`src/rtl/jc_pkg.sv`:
```
`timescale 1ns/1ps
package jc_pkg;

   // Which source the state register takes on the coming edge
   typedef enum logic [1:0] {
      JC_SRC_RESET = 2'd0,
      JC_SRC_HOLD  = 2'd1,
      JC_SRC_SHIFT = 2'd2,
      JC_SRC_FIX   = 2'd3
   } jc_src_e;

   function automatic int unsigned jc_code_count(int unsigned stages);
      return 2 * stages;
   endfunction

endpackage

```
`src/rtl/jc_next_state.sv`:
```
`timescale 1ns/1ps
module jc_next_state
   import jc_pkg::*;
#(
   parameter int unsigned STAGES = 4
) (
   input  logic              rst_n,
   input  logic              en,
   input  logic [STAGES-1:0] cur,
   output jc_src_e           src,
   output logic [STAGES-1:0] nxt
);

   localparam logic [STAGES-1:0] FIX_CODE = {{(STAGES-1){1'b0}}, 1'b1};

   logic              ends_low;
   logic [STAGES-1:0] shifted;

   // both end stages at zero marks the only code set that needs repair
   assign ends_low = ~cur[STAGES-1] & ~cur[0];
   assign shifted  = {cur[STAGES-2:0], ~cur[STAGES-1]};
   assign nxt      = ends_low ? FIX_CODE : shifted;

   always_comb begin
      if (!rst_n)        src = JC_SRC_RESET;
      else if (!en)      src = JC_SRC_HOLD;
      else if (ends_low) src = JC_SRC_FIX;
      else               src = JC_SRC_SHIFT;
   end

endmodule

```
`src/rtl/jc_state_reg.sv`:
```
`timescale 1ns/1ps
module jc_state_reg
   import jc_pkg::*;
#(
   parameter int unsigned       STAGES      = 4,
   parameter logic [STAGES-1:0] RESET_STATE = '0
) (
   input  logic              clk,
   input  jc_src_e           src,
   input  logic [STAGES-1:0] nxt,
   output logic [STAGES-1:0] cur
);

   always_ff @(posedge clk) begin
      unique case (src)
         JC_SRC_RESET: cur <= RESET_STATE;
         JC_SRC_HOLD:  cur <= cur;
         default:      cur <= nxt;
      endcase
   end

endmodule

```
`src/rtl/jc_decode.sv`:
```
`timescale 1ns/1ps
module jc_decode #(
   parameter int unsigned STAGES = 4,
   localparam int unsigned CODES = 2 * STAGES
) (
   input  logic [STAGES-1:0] cur,
   output logic [CODES-1:0]  dec
);

   // each legal code is named by the one place its bit pattern turns over
   for (genvar k = 0; k < CODES; k++) begin : g_term
      if (k == 0) begin : g_zero
         assign dec[k] = ~cur[STAGES-1] & ~cur[0];
      end else if (k < STAGES) begin : g_fill
         assign dec[k] = cur[k-1] & ~cur[k];
      end else if (k == STAGES) begin : g_full
         assign dec[k] = cur[STAGES-1] & cur[0];
      end else begin : g_drain
         assign dec[k] = ~cur[k-STAGES-1] & cur[k-STAGES];
      end
   end

endmodule

```
`src/rtl/johnson_counter_sc.sv`:
```
`timescale 1ns/1ps
module johnson_counter_sc
   import jc_pkg::*;
#(
   parameter int unsigned       STAGES      = 4,
   parameter logic [STAGES-1:0] RESET_STATE = '0,
   parameter bit                DECODE_EN   = 1'b1,
   localparam int unsigned      CODES       = jc_code_count(STAGES)
) (
   input  logic              clk,
   input  logic              rst_n,
   input  logic              en,
   output logic [STAGES-1:0] q,
   output logic [CODES-1:0]  state_dec
);

   if (STAGES < 2) begin : g_bad_stages
      $error("johnson_counter_sc: STAGES must be at least 2");
   end
   if (CODES != 2 * STAGES) begin : g_bad_codes
      $error("johnson_counter_sc: code count mismatch");
   end

   jc_src_e           src;
   logic [STAGES-1:0] nxt;

   jc_next_state #(.STAGES(STAGES)) u_next (
      .rst_n (rst_n),
      .en    (en),
      .cur   (q),
      .src   (src),
      .nxt   (nxt)
   );

   jc_state_reg #(.STAGES(STAGES), .RESET_STATE(RESET_STATE)) u_reg (
      .clk (clk),
      .src (src),
      .nxt (nxt),
      .cur (q)
   );

   if (DECODE_EN) begin : g_dec
      jc_decode #(.STAGES(STAGES)) u_dec (
         .cur (q),
         .dec (state_dec)
      );
   end else begin : g_nodec
      assign state_dec = '0;
   end

endmodule

```
`config.mk`:
```
export PLATFORM = sky130hd
export DESIGN_NAME = johnson_counter_sc
export DESIGN_NICKNAME = d
export VERILOG_FILES = /design/src/rtl/jc_pkg.sv /design/src/rtl/jc_next_state.sv /design/src/rtl/jc_state_reg.sv /design/src/rtl/jc_decode.sv /design/src/rtl/johnson_counter_sc.sv
export SDC_FILE = /design/constraint.sdc
export NUM_CORES = 1
export LEC_CHECK = 0
export ABC_AREA = 1
export BUFFER_PORTS_ARGS = -buffer_cell sky130_fd_sc_hd__buf_2
export CORE_AREA = 2 2 39 41
export DETAILED_ROUTE_END_ITERATION = 16
export DIE_AREA = 0 0 41 43
export SETUP_SLACK_MARGIN = 0.4
export SLEW_MARGIN = 20
export SYNTH_ARGS = -nofsm -noshare
export SYNTH_HDL_FRONTEND = slang
export SYNTH_HIERARCHICAL = 1
export SYNTH_SLANG_ARGS = --single-unit
```
`constraint.sdc`:
```
create_clock -name clk -period 1.9 [get_ports clk]
set_input_delay 0.475 -clock clk [delete_from_list [all_inputs] [get_ports clk]]
set_output_delay 0.475 -clock clk [all_outputs]
set_load 0.02 [all_outputs]
```
==> results of run 1 <==
-- cell families after synthesis --
| family | synth area share, % |
|---|---|
| flops | 45.07 |
| simple gates | 30.99 |
| buf+inv | 23.94 |
-- final timing paths --
check | slack (ns) | endpoint | start
setup / recovery | 0.42 | state_dec[3] | u_reg/cur[3]$_SDFFCE_PN0P_
hold / removal | 0.70 | u_reg/cur[0]$_SDFFCE_PN0P_ | rst_n
setup reg to reg | 0.58 | u_reg/cur[2]$_SDFFCE_PN0P_ | u_reg/cur[0]$_SDFFCE_PN0P_
hold reg to reg | 0.77 | u_reg/cur[0]$_SDFFCE_PN0P_ | u_reg/cur[3]$_SDFFCE_PN0P_
-- per-layer routing --
metal	vias up	GRT usage, %	wire length [um]
li1	144	-	-
met1	104	5.902	230
met2	15	9.688	280
met3	0	3.141	59
met4	0	8.000	0
met5	-	0	0
-- critical path: cells and delay by family (launching register included) --
kind	cells	cell delay (ns)
and+or+nand+nor	1	0.15
DFF	1	0.47
buffers and inverters	1	0.16
-- through the flow --
| stage | power [mW] | util (%) | cell area [um2] |
|---|---|---|---|
| finish | 0.3957 | 28.75 | 397.9 |
| global route | 0.4232 | 28.75 | 397.9 |
| CTS | 0.3882 | 27.67 | 382.9 |
| detailed placement | 0.2729 | 25.50 | 352.8 |
| global placement | 0.2721 | 25.50 | 352.8 |
| floorplan | 0.2284 | - | 266.5 |
-- power groups by stage --
stage	clock [mW]	combinational (mW)	sequential, mW
finish	0.106	0.156	0.133
global route	0.110	0.176	0.137
CTS	0.111	0.144	0.134
detailed placement	0	0.136	0.137
global placement	0	0.136	0.136
floorplan	0	0.0796	0.149
-- cell type report --
class                           count  area (um2)
Sequential cell                     4       120.1
Fill cell                         158       985.9
Multi-Input combinational cell     20       82.58
Tap cell                           16       20.02
Inverter                           16       60.06
Clock buffer                        3       22.52
Timing Repair Buffer               15       92.59
-- synthesized netlist by cell type (all sizes together) --
cell type | n | area, um2
clkbuf | 1 | 3.750
edfxtp | 4 | 120.1
inv | 16 | 60.06
nand2 | 3 | 11.26
nor2 | 17 | 71.32
-- what timing repair did --
item	CTS	global route
gates resized for setup	0	7
pin swaps	0	2
setup buffers	1	0
endpoints found under the setup margin	2	7
gates cloned	0	0
-- cells in the final DEF (no fill, tap or decap) --
master,netlist,final
inv_1,16,15
nor2_1,14,14
buf_2,0,8
buf_4,0,7
edfxtp_1,4,4
clkbuf_4,0,3
nand2_1,3,3
nor2_2,3,3
inv_2,0,1
==> impl_metrics.toml, run 1 <==
[layout]
largest_register_ff_count = 4
area_delta_synth_final_pct = 49.30
diodes = 0
top_register = "u_reg/cur"
post_route_cells_drive_above_1_share_pct = 37.93
layout.nets = 63
largestRegisters = "u_reg/cur x4"
layout.cells.non_filler = 74

[global_route]
groute.usage.overall_pct = 6.768
grt_pass1_vias = 192
grt_remaining_overflow = 0
grt_antenna_before_repair = 0
grt_max_degree = 8
grt_pass1_wl_um = 710

[die]
floorplan.initialDensity_pct = 19.26
fp.dieW_um = 41
ios = 15
fp.dieArea_mm2 = 0.001763
design.core.area_mm2 = 0.001384
num_rows = 14
die_height_um = 43

[place]
replace_congestion = 0.6472
place_worst_setup_slack_ns = 0.6520
port-buffer-count = 14
placedCellCount = 70

[worst_hold_path]
hold_path.class = "in2reg"
hold-path-cell-count = 5

[pwr]
intPower_mw = 0.2456
comb_power_share_pct = 39.4
power.density_mw_per_mm2 = 994.6
cellLeakagePower_nw = 0.2381
peakVddDrop_uv = 205.2
power_frac_seq_pct = 33.7
fraction_of_power_spent_switching_nets_pct = 37.93
power.clock.fraction_pct = 26.9
power.net_switching_mw = 0.1501

[sta]
worstMarginPinSlew_ns = 0.2245
min_period_ns = 1.483
holdWs_ns = 0.6952
grt_setup_unrepaired = "yes"
slew_headroom_pct = 85.03
setup_viol_count_final = 0
hold_viol_final = 0
final.setup.tns_ns = 0
timing.final.ws_setup_ns = 0.4170
highest_clock_frequency_the_design_can_meet_mhz = 674.3
final_min_period_over_clock_period_pct = 78.05
report.final.slew_viol_count = 0
finClkSkew_ns = 0.005344

[critical_path]
crit_path_max_fanout = 7
timing_worst_setup_path_type = "reg2out"
timing.critical_path.slowest_cell_delay_ns = 0.47
reg2reg_depth = 5
critical_path_sink_type = "output port"
cell_chain_of_the_critical_path = "nor2_1, buf_4"
required_arrival_time_at_the_worst_endpoint_ns = 1.42
cp_data_arrival_time_ns = 1.01
crit_slowest_cell = "edfxtp_1"
critPathLaunchType = "flop"

[cts]
cts.root.buffer_cell = "clkbuf_4"
cts_inserted_buffers = 3
cts-hold-fix-buffers = 0
tritoncts_clock_tree = "built"
cts_buffer_depth = 2
cts_max_level = 1
insertion_delay_ns = 0.24
cts.sinks = 4
cts.clk_slew.worst_paths_ns = 0.04

[synthesis]
netlist-cell-type-count = 6
portion_of_the_post_synthesis_area_used_by_sequential_elements_pct = 45.07
synth_area_per_cell_um2 = 6.500
synth.cell_area_um2 = 266.5
synthesis.nets = 44
yosysWarnings = 6
synthesis.instances = 41
synth_seq_cells = 4

[route]
dr.pass1.iters = 4
first_iter_violations = 9
viasPerCell = 3.554
detailroute.via_count = 263
drc_errors = 0
drt.antenna.violating_nets = 0
finalWirelength_um = 569
wl_per_cell_um = 7.689

[run_status]
outcome = "completed"

[job]
cap_violations = 0
No activity file was read; power rests on OpenSTA's default activity.
==> inputs of run 2 (changes only) <==
==> constraint.sdc (replaced) <==
create_clock -name clk -period 1.5 [get_ports clk]
set_input_delay 0.375 -clock clk [delete_from_list [all_inputs] [get_ports clk]]
set_output_delay 0.375 -clock clk [all_outputs]
set_load 0.02 [all_outputs]
==> impl_metrics.toml, run 2 (synthesized netlist as in run 1, its figures left out) <==
[run_status]
outcome = "completed"

[worst_hold_path]
hold-path-cell-count = 4
hold_path.class = "in2reg"

[global_route]
grt_pass1_wl_um = 765
most_congested_layer_reported_by_global_routing = "met4"
grt_max_degree = 8
grt_pass1_vias = 194
grt_antenna_before_repair = 0
grtUsageMet3_pct = 3.141
use_met2_pct = 9.688
grt_util_met1_pct = 6.908
grt_remaining_overflow = 0
groute.usage.overall_pct = 7.381

[sta]
finClkSkew_ns = 0.0006286
min_period_ns = 1.414
final.setup.tns_ns = 0
report.final.slew_viol_count = 0
setup_viol_count_final = 0
grt_setup_unrepaired = "yes"
highest_clock_frequency_the_design_can_meet_mhz = 707.4
final_min_period_over_clock_period_pct = 94.25
hold_viol_final = 0
worstMarginPinSlew_ns = 0.2727
slew_headroom_pct = 81.82

[layout]
layout.nets = 66
largestRegisters = "u_reg/cur x4"
diodes = 0
layout_commonest_cell = "buf_6"
post_route_cells_drive_above_1_share_pct = 60.66
final_util_pct = 37.70
largest_register_ff_count = 4
top_register = "u_reg/cur"
final_cell_mix = "buf_6 (13), inv_1 (12), nor2_2 (8)"
area_delta_synth_final_pct = 95.77

[route]
finalWirelength_um = 594
dr.pass1.iters = 4
viasPerCell = 3.610
detailroute.via_count = 278
first_iter_violations = 3
wl_per_cell_um = 7.714
drt.antenna.violating_nets = 0
drc_errors = 0

[pwr]
cellLeakagePower_nw = 0.2682
peakVddDrop_uv = 289.3
power.net_switching_mw = 0.2251
intPower_mw = 0.3785
power.density_mw_per_mm2 = 1157
power_frac_seq_pct = 30.0
comb_power_share_pct = 47.8
fraction_of_power_spent_switching_nets_pct = 37.29
power.clock.fraction_pct = 22.2

[critical_path]
crit_path_max_fanout = 7
timing_worst_setup_path_type = "reg2out"
critical_path_sink_type = "output port"
cp_data_arrival_time_ns = 1.04
critPathLaunchType = "flop"
reg2reg_depth = 5
required_arrival_time_at_the_worst_endpoint_ns = 1.12

[place]
port-buffer-count = 14
replace_congestion = 0.7131
place_hpwl_um = 406.8

[die]
ios = 15
fp.dieW_um = 41
fp.dieArea_mm2 = 0.001763
die_height_um = 43
floorplan.initialDensity_pct = 19.26
design.core.area_mm2 = 0.001384
num_rows = 14

[job]
cap_violations = 0

[cts]
cts.clk_slew.worst_paths_ns = 0.04
insertion_delay_ns = 0.23
tritoncts_clock_tree = "built"
cts_buffer_depth = 2
cts_max_level = 1
cts_inserted_buffers = 3
cts.root.buffer_cell = "clkbuf_4"
cts.sinks = 4
cts-hold-fix-buffers = 0
[run 2: critical path: stages (launching register included)]
cell      delay, ns
edfxtp_1       0.50
buf_4          0.19
buf_6          0.12
[run 2: area by class of cell]
| class | count | area (um2) |
|---|---|---|
| clock buffer | 3 | 22.52 |
| multi-input combinational | 20 | 120.1 |
| fill | 147 | 862.1 |
| tap | 16 | 20.02 |
| inverter | 16 | 60.06 |
| sequential | 4 | 120.1 |
| timing repair buffer | 18 | 178.9 |
[run 2: per-layer routing]
layer / vias up / share of wire [%]
met1: 117 / 39
met4: 0 / 0
met2: 9 / 53
li1: 152 / -
met3: 0 / 7.6
met5: - / 0
[run 2: repair_timing]
item	in CTS	in global routing
endpoints found under the setup margin	20	20
pin swaps	3	5
gates resized for setup	19	10
buffers inserted	2	2
[run 2: through the flow]
step	hold slack [ns]	power [mW]	cells	setup WS, ns	instance area [um2]
2_1_floorplan	0.6848	0.3159	41	0.2463	296.5
3_3_place_gp	0.7641	0.3731	70	0.2787	382.9
3_5_place_dp	0.7628	0.3729	70	0.2582	382.9
4_1_cts	0.5671	0.5736	75	0.07170	478.0
5_1_grt	0.5950	0.6371	77	0.03613	521.8
6_report	0.5741	0.6036	77	0.08628	521.8
[run 2: power by group through the flow]
stage | registers, mW | logic (mW) | clock network [mW]
floorplan | 0.197 | 0.119 | 0
global placement | 0.182 | 0.191 | 0
detailed placement | 0.183 | 0.190 | 0
CTS | 0.181 | 0.252 | 0.141
global route | 0.185 | 0.310 | 0.142
finish | 0.181 | 0.288 | 0.134
[run 2: worst paths after layout]
kind                              start                    endpoint  slack, ns
max          u_reg/cur[3]$_SDFFCE_PN0P_                        q[3]       0.09
min                               rst_n  u_reg/cur[0]$_SDFFCE_PN0P_       0.57
max reg2reg  u_reg/cur[0]$_SDFFCE_PN0P_  u_reg/cur[2]$_SDFFCE_PN0P_       0.18
min reg2reg  u_reg/cur[3]$_SDFFCE_PN0P_  u_reg/cur[0]$_SDFFCE_PN0P_       0.83
